[config.mk]
export PLATFORM = sky130hd
export DESIGN_NAME = kbc_cmd_engine
export DESIGN_NICKNAME = d
export VERILOG_FILES = /design/src/rtl/kbc_pkg.sv /design/src/rtl/kbc_cmd_decode.sv /design/src/rtl/kbc_reg_file.sv /design/src/rtl/kbc_event_gen.sv /design/src/rtl/kbc_cmd_engine.sv
export SDC_FILE = /design/constraint.sdc
export NUM_CORES = 1
export LEC_CHECK = 0
export BUFFER_PORTS_ARGS = -buffer_cell sky130_fd_sc_hd__buf_2
export CAP_MARGIN = 20
export CORE_ASPECT_RATIO = 0.7
export CORE_MARGIN = 10
export CORE_UTILIZATION = 50
export CTS_CLUSTER_DIAMETER = 80
export DETAILED_ROUTE_END_ITERATION = 6
export HOLD_SLACK_MARGIN = 0.12
export PLACE_DENSITY = 0.76
export SKIP_CTS_REPAIR_TIMING = 1
export SLEW_MARGIN = 40
export SYNTH_ARGS = -nofsm -noshare
export SYNTH_HDL_FRONTEND = slang
export SYNTH_SLANG_ARGS = --single-unit
[constraint.sdc]
create_clock -name clk -period 2.2 [get_ports clk]
set_input_delay 0.33 -clock clk [delete_from_list [all_inputs] [get_ports clk]]
set_output_delay 0.33 -clock clk [all_outputs]
set_load 0.005 [all_outputs]
[src/rtl/kbc_pkg.sv]
// Package: shared codes, bit positions and decoded-operation types for the
// keyboard controller command engine. Assumes byte-wide host accesses.
package kbc_pkg;

    localparam int BYTE_W = 8;

    // Command codes understood by the decoder
    localparam logic [BYTE_W-1:0] CMD_RD_MODE    = 8'h20;
    localparam logic [BYTE_W-1:0] CMD_WR_MODE    = 8'h60;
    localparam logic [BYTE_W-1:0] CMD_AUX_OFF    = 8'hA7;
    localparam logic [BYTE_W-1:0] CMD_AUX_ON     = 8'hA8;
    localparam logic [BYTE_W-1:0] CMD_AUX_TEST   = 8'hA9;
    localparam logic [BYTE_W-1:0] CMD_SELF_TEST  = 8'hAA;
    localparam logic [BYTE_W-1:0] CMD_KBD_TEST   = 8'hAB;
    localparam logic [BYTE_W-1:0] CMD_KBD_OFF    = 8'hAD;
    localparam logic [BYTE_W-1:0] CMD_KBD_ON     = 8'hAE;
    localparam logic [BYTE_W-1:0] CMD_RD_INPUT   = 8'hC0;
    localparam logic [BYTE_W-1:0] CMD_RD_OUTPORT = 8'hD0;
    localparam logic [BYTE_W-1:0] CMD_WR_OUTPORT = 8'hD1;
    localparam logic [BYTE_W-1:0] CMD_WR_KBD_REP = 8'hD2;
    localparam logic [BYTE_W-1:0] CMD_WR_AUX_REP = 8'hD3;
    localparam logic [BYTE_W-1:0] CMD_WR_AUX_DEV = 8'hD4;
    localparam logic [BYTE_W-1:0] CMD_A20_LOW    = 8'hDD;
    localparam logic [BYTE_W-1:0] CMD_A20_HIGH   = 8'hDF;
    localparam logic [BYTE_W-1:0] CMD_RESET      = 8'hFE;
    localparam logic [BYTE_W-1:0] CMD_NOP        = 8'hFF;

    // Reset values and bit positions
    localparam logic [BYTE_W-1:0] MODE_RST   = 8'h03;
    localparam logic [BYTE_W-1:0] OUTP_RST   = 8'hCF;
    localparam int MODE_KBD_OFF_BIT = 4;
    localparam int MODE_AUX_OFF_BIT = 5;
    localparam int OUTP_RUN_BIT     = 0;
    localparam int OUTP_A20_BIT     = 1;

    typedef enum logic [3:0] {
        OP_BAD, OP_NOP, OP_RD_MODE, OP_RD_OUTPORT, OP_RD_CONST, OP_SELFTEST,
        OP_ARM, OP_AUX_OFF, OP_AUX_ON, OP_KBD_OFF, OP_KBD_ON,
        OP_A20_LOW, OP_A20_HIGH, OP_RESET
    } op_e;

    typedef enum logic [2:0] {
        TGT_NONE, TGT_MODE, TGT_OUTPORT, TGT_KBD_REP, TGT_AUX_REP, TGT_AUX_DEV
    } tgt_e;

endpackage

[src/rtl/kbc_cmd_decode.sv]
// Module: combinational command decoder. Folds pulse-class codes (upper
// nibble all ones) into reset or no-op, then maps the code to an operation,
// an arm target and a constant reply byte. Assumes a stable input byte.
module kbc_cmd_decode
    import kbc_pkg::*;
#(
    parameter logic [BYTE_W-1:0] SELFTEST_REPLY = 8'h55,
    parameter logic [BYTE_W-1:0] INPUT_PORT_VAL = 8'h80
) (
    input  logic [BYTE_W-1:0] cmd_byte,
    output op_e               dec_op,
    output tgt_e              dec_tgt,
    output logic [BYTE_W-1:0] dec_const
);
    localparam int NIB = BYTE_W / 2;

    logic [BYTE_W-1:0] folded;

    // Fold pulse-class commands: bit 0 clear means reset, set means no-op
    always_comb begin
        if (cmd_byte[BYTE_W-1:NIB] == {NIB{1'b1}})
            folded = cmd_byte[0] ? CMD_NOP : CMD_RESET;
        else
            folded = cmd_byte;
    end

    // Map the folded code onto an operation class
    always_comb begin
        dec_op    = OP_BAD;
        dec_tgt   = TGT_NONE;
        dec_const = '0;
        case (folded)
            CMD_RD_MODE:    dec_op = OP_RD_MODE;
            CMD_RD_OUTPORT: dec_op = OP_RD_OUTPORT;
            CMD_AUX_TEST,
            CMD_KBD_TEST:   dec_op = OP_RD_CONST;
            CMD_RD_INPUT:   begin dec_op = OP_RD_CONST; dec_const = INPUT_PORT_VAL; end
            CMD_SELF_TEST:  begin dec_op = OP_SELFTEST; dec_const = SELFTEST_REPLY; end
            CMD_WR_MODE:    begin dec_op = OP_ARM; dec_tgt = TGT_MODE;    end
            CMD_WR_OUTPORT: begin dec_op = OP_ARM; dec_tgt = TGT_OUTPORT; end
            CMD_WR_KBD_REP: begin dec_op = OP_ARM; dec_tgt = TGT_KBD_REP; end
            CMD_WR_AUX_REP: begin dec_op = OP_ARM; dec_tgt = TGT_AUX_REP; end
            CMD_WR_AUX_DEV: begin dec_op = OP_ARM; dec_tgt = TGT_AUX_DEV; end
            CMD_AUX_OFF:    dec_op = OP_AUX_OFF;
            CMD_AUX_ON:     dec_op = OP_AUX_ON;
            CMD_KBD_OFF:    dec_op = OP_KBD_OFF;
            CMD_KBD_ON:     dec_op = OP_KBD_ON;
            CMD_A20_LOW:    dec_op = OP_A20_LOW;
            CMD_A20_HIGH:   dec_op = OP_A20_HIGH;
            CMD_RESET:      dec_op = OP_RESET;
            CMD_NOP:        dec_op = OP_NOP;
            default:        dec_op = OP_BAD;
        endcase
    end
endmodule

[src/rtl/kbc_reg_file.sv]
// Module: holds the mode byte, the stored output-port bits, the self-test and
// last-write-was-command status bits and the armed data-write target.
// Assumes command and data writes are never requested in the same cycle.
module kbc_reg_file
    import kbc_pkg::*;
(
    input  logic              clk,
    input  logic              rst_n,
    input  logic              cmd_wr,
    input  logic              data_wr,
    input  logic [BYTE_W-1:0] wdata,
    input  op_e               dec_op,
    input  tgt_e              dec_tgt,
    output tgt_e              pend_q,
    output logic [BYTE_W-1:0] mode_q,
    output logic [1:0]        outp_hi_q,
    output logic [3:0]        outp_lo_q,
    output logic              selftest_q,
    output logic              cmd_last_q
);
    // Register updates for command and data writes
    always_ff @(posedge clk) begin
        if (!rst_n) begin
            mode_q     <= MODE_RST;
            outp_hi_q  <= OUTP_RST[7:6];
            outp_lo_q  <= OUTP_RST[3:0];
            pend_q     <= TGT_NONE;
            selftest_q <= 1'b0;
            cmd_last_q <= 1'b1;
        end else if (cmd_wr) begin
            cmd_last_q <= 1'b1;
            case (dec_op)
                OP_SELFTEST: selftest_q <= 1'b1;
                OP_ARM:      pend_q <= dec_tgt;
                OP_AUX_OFF:  mode_q[MODE_AUX_OFF_BIT] <= 1'b1;
                OP_AUX_ON:   mode_q[MODE_AUX_OFF_BIT] <= 1'b0;
                OP_KBD_OFF:  mode_q[MODE_KBD_OFF_BIT] <= 1'b1;
                OP_KBD_ON:   mode_q[MODE_KBD_OFF_BIT] <= 1'b0;
                OP_A20_LOW:  outp_lo_q[OUTP_A20_BIT] <= 1'b0;
                OP_A20_HIGH: outp_lo_q[OUTP_A20_BIT] <= 1'b1;
                default: ;
            endcase
        end else if (data_wr) begin
            cmd_last_q <= 1'b0;
            pend_q     <= TGT_NONE;
            case (pend_q)
                TGT_NONE:    mode_q[MODE_KBD_OFF_BIT] <= 1'b0;
                TGT_MODE:    mode_q <= wdata;
                TGT_OUTPORT: begin
                    outp_hi_q <= wdata[7:6];
                    outp_lo_q <= wdata[3:0];
                end
                TGT_AUX_DEV: mode_q[MODE_AUX_OFF_BIT] <= 1'b0;
                default: ;
            endcase
        end
    end
endmodule

[src/rtl/kbc_event_gen.sv]
// Module: produces the registered one-cycle strobes (device bytes, replies,
// reset request, error, re-evaluation) for each host write. Data bytes
// hold their last value between strobes.
module kbc_event_gen
    import kbc_pkg::*;
(
    input  logic              clk,
    input  logic              rst_n,
    input  logic              cmd_wr,
    input  logic              data_wr,
    input  logic [BYTE_W-1:0] wdata,
    input  op_e               dec_op,
    input  logic [BYTE_W-1:0] dec_const,
    input  tgt_e              pend_q,
    input  logic [BYTE_W-1:0] mode_q,
    input  logic [BYTE_W-1:0] outp_view,
    output logic              kbd_wr_o,
    output logic [BYTE_W-1:0] kbd_wdata_o,
    output logic              aux_wr_o,
    output logic [BYTE_W-1:0] aux_wdata_o,
    output logic              reply_wr_o,
    output logic [BYTE_W-1:0] reply_data_o,
    output logic              reply_aux_o,
    output logic              sysrst_req_o,
    output logic              cmd_err_o,
    output logic              ob_recheck_o
);
    // Strobe generation: every pulse defaults low and is raised for one cycle
    always_ff @(posedge clk) begin
        if (!rst_n) begin
            kbd_wr_o     <= 1'b0;
            kbd_wdata_o  <= '0;
            aux_wr_o     <= 1'b0;
            aux_wdata_o  <= '0;
            reply_wr_o   <= 1'b0;
            reply_data_o <= '0;
            reply_aux_o  <= 1'b0;
            sysrst_req_o <= 1'b0;
            cmd_err_o    <= 1'b0;
            ob_recheck_o <= 1'b0;
        end else begin
            kbd_wr_o     <= 1'b0;
            aux_wr_o     <= 1'b0;
            reply_wr_o   <= 1'b0;
            sysrst_req_o <= 1'b0;
            cmd_err_o    <= 1'b0;
            ob_recheck_o <= 1'b0;
            if (cmd_wr) begin
                case (dec_op)
                    OP_RD_MODE: begin
                        reply_wr_o <= 1'b1; reply_data_o <= mode_q; reply_aux_o <= 1'b0;
                    end
                    OP_RD_OUTPORT: begin
                        reply_wr_o <= 1'b1; reply_data_o <= outp_view; reply_aux_o <= 1'b0;
                    end
                    OP_RD_CONST, OP_SELFTEST: begin
                        reply_wr_o <= 1'b1; reply_data_o <= dec_const; reply_aux_o <= 1'b0;
                    end
                    OP_KBD_ON, OP_AUX_ON: ob_recheck_o <= 1'b1;
                    OP_RESET:             sysrst_req_o <= 1'b1;
                    OP_BAD:               cmd_err_o <= 1'b1;
                    default: ;
                endcase
            end else if (data_wr) begin
                case (pend_q)
                    TGT_NONE: begin
                        kbd_wr_o <= 1'b1; kbd_wdata_o <= wdata; ob_recheck_o <= 1'b1;
                    end
                    TGT_MODE:    ob_recheck_o <= 1'b1;
                    TGT_OUTPORT: sysrst_req_o <= ~wdata[OUTP_RUN_BIT];
                    TGT_KBD_REP: begin
                        reply_wr_o <= 1'b1; reply_data_o <= wdata; reply_aux_o <= 1'b0;
                    end
                    TGT_AUX_REP: begin
                        reply_wr_o <= 1'b1; reply_data_o <= wdata; reply_aux_o <= 1'b1;
                    end
                    TGT_AUX_DEV: begin
                        aux_wr_o <= 1'b1; aux_wdata_o <= wdata; ob_recheck_o <= 1'b1;
                    end
                    default: ;
                endcase
            end
        end
    end
endmodule

[src/rtl/kbc_cmd_engine.sv]
// Module: top of the keyboard controller command engine. Splits host writes
// into command and data writes, and composes the status byte and the
// output-port view from stored bits and the live buffer-full inputs.
// Assumes single-cycle write strobes and an external output-buffer arbiter.
module kbc_cmd_engine
    import kbc_pkg::*;
#(
    parameter logic [BYTE_W-1:0] SELFTEST_REPLY = 8'h55,
    parameter logic [BYTE_W-1:0] INPUT_PORT_VAL = 8'h80
) (
    input  logic              clk,
    input  logic              rst_n,
    input  logic              host_wr,
    input  logic              host_sel,
    input  logic [BYTE_W-1:0] host_wdata,
    input  logic              ob_full_i,
    input  logic              ob_aux_full_i,
    output logic [BYTE_W-1:0] status_o,
    output logic [BYTE_W-1:0] mode_o,
    output logic [BYTE_W-1:0] outport_o,
    output logic              a20_o,
    output logic              sysrst_req_o,
    output logic              cmd_err_o,
    output logic              ob_recheck_o,
    output logic              kbd_wr_o,
    output logic [BYTE_W-1:0] kbd_wdata_o,
    output logic              aux_wr_o,
    output logic [BYTE_W-1:0] aux_wdata_o,
    output logic              reply_wr_o,
    output logic [BYTE_W-1:0] reply_data_o,
    output logic              reply_aux_o
);
    logic              cmd_wr, data_wr;
    op_e               dec_op;
    tgt_e              dec_tgt, pend_q;
    logic [BYTE_W-1:0] dec_const, mode_q, outp_view;
    logic [1:0]        outp_hi_q;
    logic [3:0]        outp_lo_q;
    logic              selftest_q, cmd_last_q;

    // Split the shared write strobe by port select
    always_comb begin
        cmd_wr  = host_wr & host_sel;
        data_wr = host_wr & ~host_sel;
    end

    // Compose host-visible bytes from stored bits and live inputs
    always_comb begin
        outp_view = {outp_hi_q, ob_aux_full_i, ob_full_i, outp_lo_q};
        status_o  = {2'b00, ob_aux_full_i, 1'b1, cmd_last_q, selftest_q, 1'b0, ob_full_i};
        mode_o    = mode_q;
        outport_o = outp_view;
        a20_o     = outp_lo_q[OUTP_A20_BIT];
    end

    kbc_cmd_decode #(
        .SELFTEST_REPLY (SELFTEST_REPLY),
        .INPUT_PORT_VAL (INPUT_PORT_VAL)
    ) u_decode (
        .cmd_byte  (host_wdata),
        .dec_op    (dec_op),
        .dec_tgt   (dec_tgt),
        .dec_const (dec_const)
    );

    kbc_reg_file u_regs (
        .clk        (clk),
        .rst_n      (rst_n),
        .cmd_wr     (cmd_wr),
        .data_wr    (data_wr),
        .wdata      (host_wdata),
        .dec_op     (dec_op),
        .dec_tgt    (dec_tgt),
        .pend_q     (pend_q),
        .mode_q     (mode_q),
        .outp_hi_q  (outp_hi_q),
        .outp_lo_q  (outp_lo_q),
        .selftest_q (selftest_q),
        .cmd_last_q (cmd_last_q)
    );

    kbc_event_gen u_events (
        .clk          (clk),
        .rst_n        (rst_n),
        .cmd_wr       (cmd_wr),
        .data_wr      (data_wr),
        .wdata        (host_wdata),
        .dec_op       (dec_op),
        .dec_const    (dec_const),
        .pend_q       (pend_q),
        .mode_q       (mode_q),
        .outp_view    (outp_view),
        .kbd_wr_o     (kbd_wr_o),
        .kbd_wdata_o  (kbd_wdata_o),
        .aux_wr_o     (aux_wr_o),
        .aux_wdata_o  (aux_wdata_o),
        .reply_wr_o   (reply_wr_o),
        .reply_data_o (reply_data_o),
        .reply_aux_o  (reply_aux_o),
        .sysrst_req_o (sysrst_req_o),
        .cmd_err_o    (cmd_err_o),
        .ob_recheck_o (ob_recheck_o)
    );
endmodule

Yosys cells after proc, flatten, opt, wreduce, memory -nomap -nowiden
Index checks and enable logic that the tools add are counted.

word-level totals
  register bits after elaboration = 50
  input bits = 14
  output and inout port bits = 56
  logic and storage cells = 140

cells by class
  equality and inequality tests = 43
  mux-type cells = 42
  bitwise logic cells = 7
  reduce and logical (&&, ||, !) cells = 29

operator list
  operator              count
  $eq A8 B8 Y1 const B  17
  $pmux W4 S13          1
  $mux W8               4
  $eq A4 B4 Y1 const B  7
  $reduce_and A3 Y1     9
  $pmux W8 S3           1
  $mux W1               20
  $eq A4 B3 Y1 const B  4
  $pmux W8 S2           1
  $pmux W3 S5           1
  $pmux W1 S2           6
  $mux W3               3
  $ne A3 B1 Y1 const B  3
  $reduce_bool A3 Y1    3
  $reduce_or A3 Y1      3
  $eq A4 B2 Y1 const B  2
  $eq A8 B6 Y1 const B  1
  $eq A8 B7 Y1 const B  1
  $reduce_or A2 Y1      4
  $eq A3 B2 Y1 const B  2
  $eq A3 B3 Y1 const B  2
  $mux W2               3
  $mux W6               1
  $reduce_and A2 Y1     3
  other kinds (12)      19

Longest topological paths before layout
  depth in word-level cells = 9
  gate-level depth with buffers = 9
  mapped depth without buffers = 6

Hierarchy
A second synthesis with hierarchy kept.

unflattened totals
  cells, all modules = 357
  area total of the unflattened synthesis = 2939.1 um^2

modules (own cells, without submodules)
  module          times used  cells each  area an instance (um^2)  seq. area each (um^2)
  kbc_event_gen   1           166         1433.9                   620.6
  kbc_reg_file    1           107         927.1                    380.4
  kbc_cmd_decode  1           69          471.7                    0.0
  kbc_cmd_engine  1           15          106.4                    0.0

Worst setup path before layout
Ideal clock, no wire load.

  path kind = input to register
  start point = input host_wdata[3]
  end point = register u_events.reply_aux_o
  setup time = 0.116 ns
  data arrival time = 1.923 ns
  data required time = 2.084 ns
  setup slack = 0.162 ns
  stages = 7
  buffers on the path = 2
  path through = clkbuf_2 or4_4 a211oi_2 a211oi_1 o31a_1 buf_6 a31o_1

on the way
  longest elaborated chain between the ends = 8
  elaborated cells between the ends (all ways) = 30
  those cells by class = eq/ne: 24; mux: 2; reduce/logical: 4

ends and longest elaborated chain
  what                                                                          line                  text
  start, declared                                                               kbc_cmd_engine.sv:15  input logic [BYTE_W-1:0] host_wdata,
  $mux W8 (*)                                                                   kbc_cmd_decode.sv:21  if (cmd_byte[BYTE_W-1:NIB] == {NIB{1'b1}})
  $eq A8 B7 Y1 / $eq A8 B8 Y1 (equally long branches)                           kbc_cmd_decode.sv:32  case (folded)
  $reduce_or A5 Y1 (no source line) / $reduce_or A3 Y1 (equally long branches)  -
  $pmux W4 S13 (*)                                                              kbc_cmd_decode.sv:32
  $eq A4 B2 Y1 / $eq A4 B3 Y1 (equally long branches)                           kbc_event_gen.sv:49   case (dec_op)
  $reduce_or A4 Y1 (no source line) (*)                                         -
  $ne A2 B2 Y1 (no source line) (*)                                             -
  $reduce_and A3 Y1 (no source line) (*)                                        -
  end signal, assigned                                                          kbc_event_gen.sv:51   reply_wr_o <= 1'b1; reply_data_o <= mode_q; reply_aux_o <= 1'b0;
  end signal, assigned                                                          kbc_event_gen.sv:54   reply_wr_o <= 1'b1; reply_data_o <= outp_view; reply_aux_o <= 1'b0;
  end signal, assigned                                                          kbc_event_gen.sv:57   reply_wr_o <= 1'b1; reply_data_o <= dec_const; reply_aux_o <= 1'b0;
  end, declared                                                                 kbc_event_gen.sv:23   output logic reply_aux_o,

Mark *: on every way between the ends. The rest lies on a longest branch, timed or not.
A chain may end at the register's enable or synchronous reset.

Worst setup path in the final report
  start point = input host_wdata[6]
  end point = register u_regs.outp_lo_q[1]

on the way
  longest elaborated chain between the ends = 8
  elaborated cells between the ends (all ways) = 30
  those cells by class = eq/ne: 23; mux: 4; reduce/logical: 3

ends and longest elaborated chain
  what                                                                          line                  text
  $eq A4 B4 Y1                                                                  kbc_cmd_decode.sv:21
  $mux W8 (*)                                                                   kbc_cmd_decode.sv:21
  $eq A8 B7 Y1 / $eq A8 B8 Y1 (equally long branches)                           kbc_cmd_decode.sv:32
  $reduce_or A5 Y1 (no source line) / $reduce_or A3 Y1 (equally long branches)  -
  $pmux W4 S13 (*)                                                              kbc_cmd_decode.sv:32
  $eq A4 B4 Y1                                                                  kbc_reg_file.sv:32    case (dec_op)
  $ne A3 B1 Y1 (no source line) / $pmux W1 S2 (equally long branches)           -
  $reduce_and A3 Y1 (no source line) / $mux W1 (equally long branches)          -
  end signal, assigned                                                          kbc_reg_file.sv:26    outp_lo_q <= OUTP_RST[3:0];
  end signal, assigned                                                          kbc_reg_file.sv:51    outp_lo_q <= wdata[3:0];
  end, declared                                                                 kbc_reg_file.sv:17    output logic [3:0] outp_lo_q,

Marks and branches as above.

==> run metrics <==
layout cells sized above 1 29.9%; WP depth 7; Total GRT Usage 19.2%; global placer's final weighted congestion 0.962; Critical Path RT 2400 ps; Placed Area 3180 sq um; Gate Count Post-Synth 331; WL/cell 17.7 um; Clk pwr share 36.4%; Max-Slew Margin vs Limit 60.6%; I/O pin cnt 70; sw frac 26.9%; placed wire-length estimate 6400 um; chip width 108 um; drt pass-1 iters 5; core area 5230 sq um; FF-to-FF End u_events.reply_data_o[3]; filler cell count 468; Die ar. 8800 sq um; syn avg cell area 8.17 sq um; Final Cell Area 3300 sq um; number of buffers added on ports 65; Area Growth Syn to Fin 22.1%; R2R depth 6; main flop type after synthesis dfxtp_1; actual slew at the worst max-slew pin 585 ps; htree depth 2; via count 2,709; Highest Clock Rate 513 MHz; Ant. Diodes 0; sequential fraction of the synthesis area 37.0%; Synth Cell Area 2700 sq um; CP peak stage delay 510 ps; routed vias/inst 5.73; Worst R2R Setup Slack 350 ps; CP startpoint host_wdata[6]; crit path DAT 2150 ps; root buf cell clkbuf_8; Synth Register Bits 50; clk_skew 6.02 ps; most common cell after layout, fill and taps aside buf_2; Post-synth EDFFs 0; TritonCTS Sinks 50; Leak Pwr 1.56 nW; CP delay by family, top simple AND/OR/NAND/NOR gates; crit path kind in2reg; CP cell instances buf_2 -> nand4bb_1 -> buf_4 -> nor4_1 -> o21ai_0 -> o311ai_0 -> o311ai_1; Tightest Hold Check Type in2reg; CP max-delay cell nor4_1; Worst setup EP type flip-flop; final max-slew violation count 0; Int Power 1.39 mW; CTS tree yes; Max-cap violations 0; FF-to-FF Start u_regs.pend_q[2]; Starting DRT DRC Count 214; vias in the first global route 2,597; largest net degree at the start of global routing 28; Routed Antenna Nets 0; maximum fanout along the worst path 9; clk_lat worst skew 320 ps; final hold vios 0; Post-layout nets 414; Row Count 22; status finished, final reports clean; GRT Residual Overflow 0; Netlist cell types 57; Max VDD drop 0.000309 V; crit path launch type input pin; number of remaining DRC errors 0; hold slack 315 ps; final setup vio count 0; power share of the sequential group 49.3%; Die H 81.5 um; yosys warns 0; power per cell area 574 nW/um^2; final WL 8370 um; initial antenna violation count 0; most frequent cells in the layout buf_2, dfxtp_1, nor2_1; number of buffers and inverters on the critical path 2; switching power 0.511 mW; Initial Utilization 51.7%; first-pass GRT wire length 13,500 um; Min Clock Period, post-route 1950 ps; clk slew on worst S/H paths 100 ps; Critical Path End u_regs.outp_lo_q[1]; Num CTS Buffers 5; Final Cycle Share 88.6%; unrepaired setup endpoints after global routing false; maximum clock path buffer count 2; Logic pwr share 14.4%; FFs w/ async S/R, synth 0%
cell usage after synthesis, drive strengths merged (6+ instances only):
| cell | number | share of area (%) |
|---|---|---|
| clkbuf | 18 | 2.5 |
| nand2 | 38 | 5.3 |
| o21ai | 12 | 2.2 |
| nand3 | 8 | 1.5 |
| nand4 | 6 | 1.4 |
| a21oi | 15 | 2.8 |
| nor3 | 7 | 1.3 |
| nor2 | 48 | 6.7 |
| o211ai | 7 | 1.9 |
| inv | 8 | 1.1 |
| buf | 21 | 6.0 |
| mux2i | 27 | 10 |
| dfxtp | 50 | 37 |
worst min path at each step:
stage	start	depth (start not counted)	to	slack (ps)
floorplan	u_regs.cmd_last_q	2	u_regs.cmd_last_q	440
global placement	u_regs.cmd_last_q	2	u_regs.cmd_last_q	450
detailed placement	u_regs.selftest_q	1	u_regs.selftest_q	450
CTS	host_wr	2	u_regs.mode_q[5]	300
global route	host_wr	2	u_regs.mode_q[5]	330
finish	host_wr	2	u_regs.mode_q[5]	310
cell type report:
class                      count  area, sq um  share of cell area [%]
timing repair buffer          99          606                    18.3
clock inverter                 3         48.8                    1.48
sequential                    50         1000                    30.3
tap                           72         90.1                    2.73
clock buffer                   5         68.8                    2.08
multi-input combinational    236         1460                    44.1
inverter                       8         30.0                   0.910
registers in the layout, indices dropped and copies added (netlist names), 2 cells and up:
name,flops
u_regs.outp_lo_q,4
u_regs.pend_q,3
u_events.reply_data_o,8
u_events.aux_wdata_o,8
u_regs.mode_q,8
u_events.kbd_wdata_o,8
u_regs.outp_hi_q,2
metrics by stage:
stage	setup WS [ps]	TNS (ps)	instances	power [mW]	util (%)
global route	87.7	0	473	1.97	63.1
floorplan	162	0	333	1.13	-
CTS	294	0	473	1.90	63.1
global placement	-115	-115	465	1.22	60.9
detailed placement	-59.9	-67.2	465	1.22	60.9
finish	250	0	473	1.90	63.1
power by group through the flow:
| stage | combinational (mW) | sequential, mW | clock [mW] |
|---|---|---|---|
| floorplan | 0.171 | 0.956 | 0 |
| global placement | 0.269 | 0.954 | 0 |
| detailed placement | 0.268 | 0.955 | 0 |
| CTS | 0.269 | 0.934 | 0.697 |
| global route | 0.299 | 0.937 | 0.732 |
| finish | 0.272 | 0.934 | 0.689 |
cell families (layout without fill, tap and decap cells):
family                    after synthesis  in the layout  synth area share [%]
and+or+nand+nor                       134            134                  24.2
AOI/OAI and AO/OA                      69             69                  18.2
DFF                                    50             50                  37.0
buffers and inverters                  47            115                  9.62
muxes                                  27             27                  10.0
other                                   2              4                 0.278
xor gates and xnor gates                2              2                 0.648
per-layer routing:
layer	up-vias	wire [um]	global-route usage [%]
li1	1298	-	-
met1	1261	3760	25.2
met2	139	3550	29.4
met3	11	906	5.08
met4	0	154	7.58
met5	-	0	0
(Power assumes the default switching activity.)
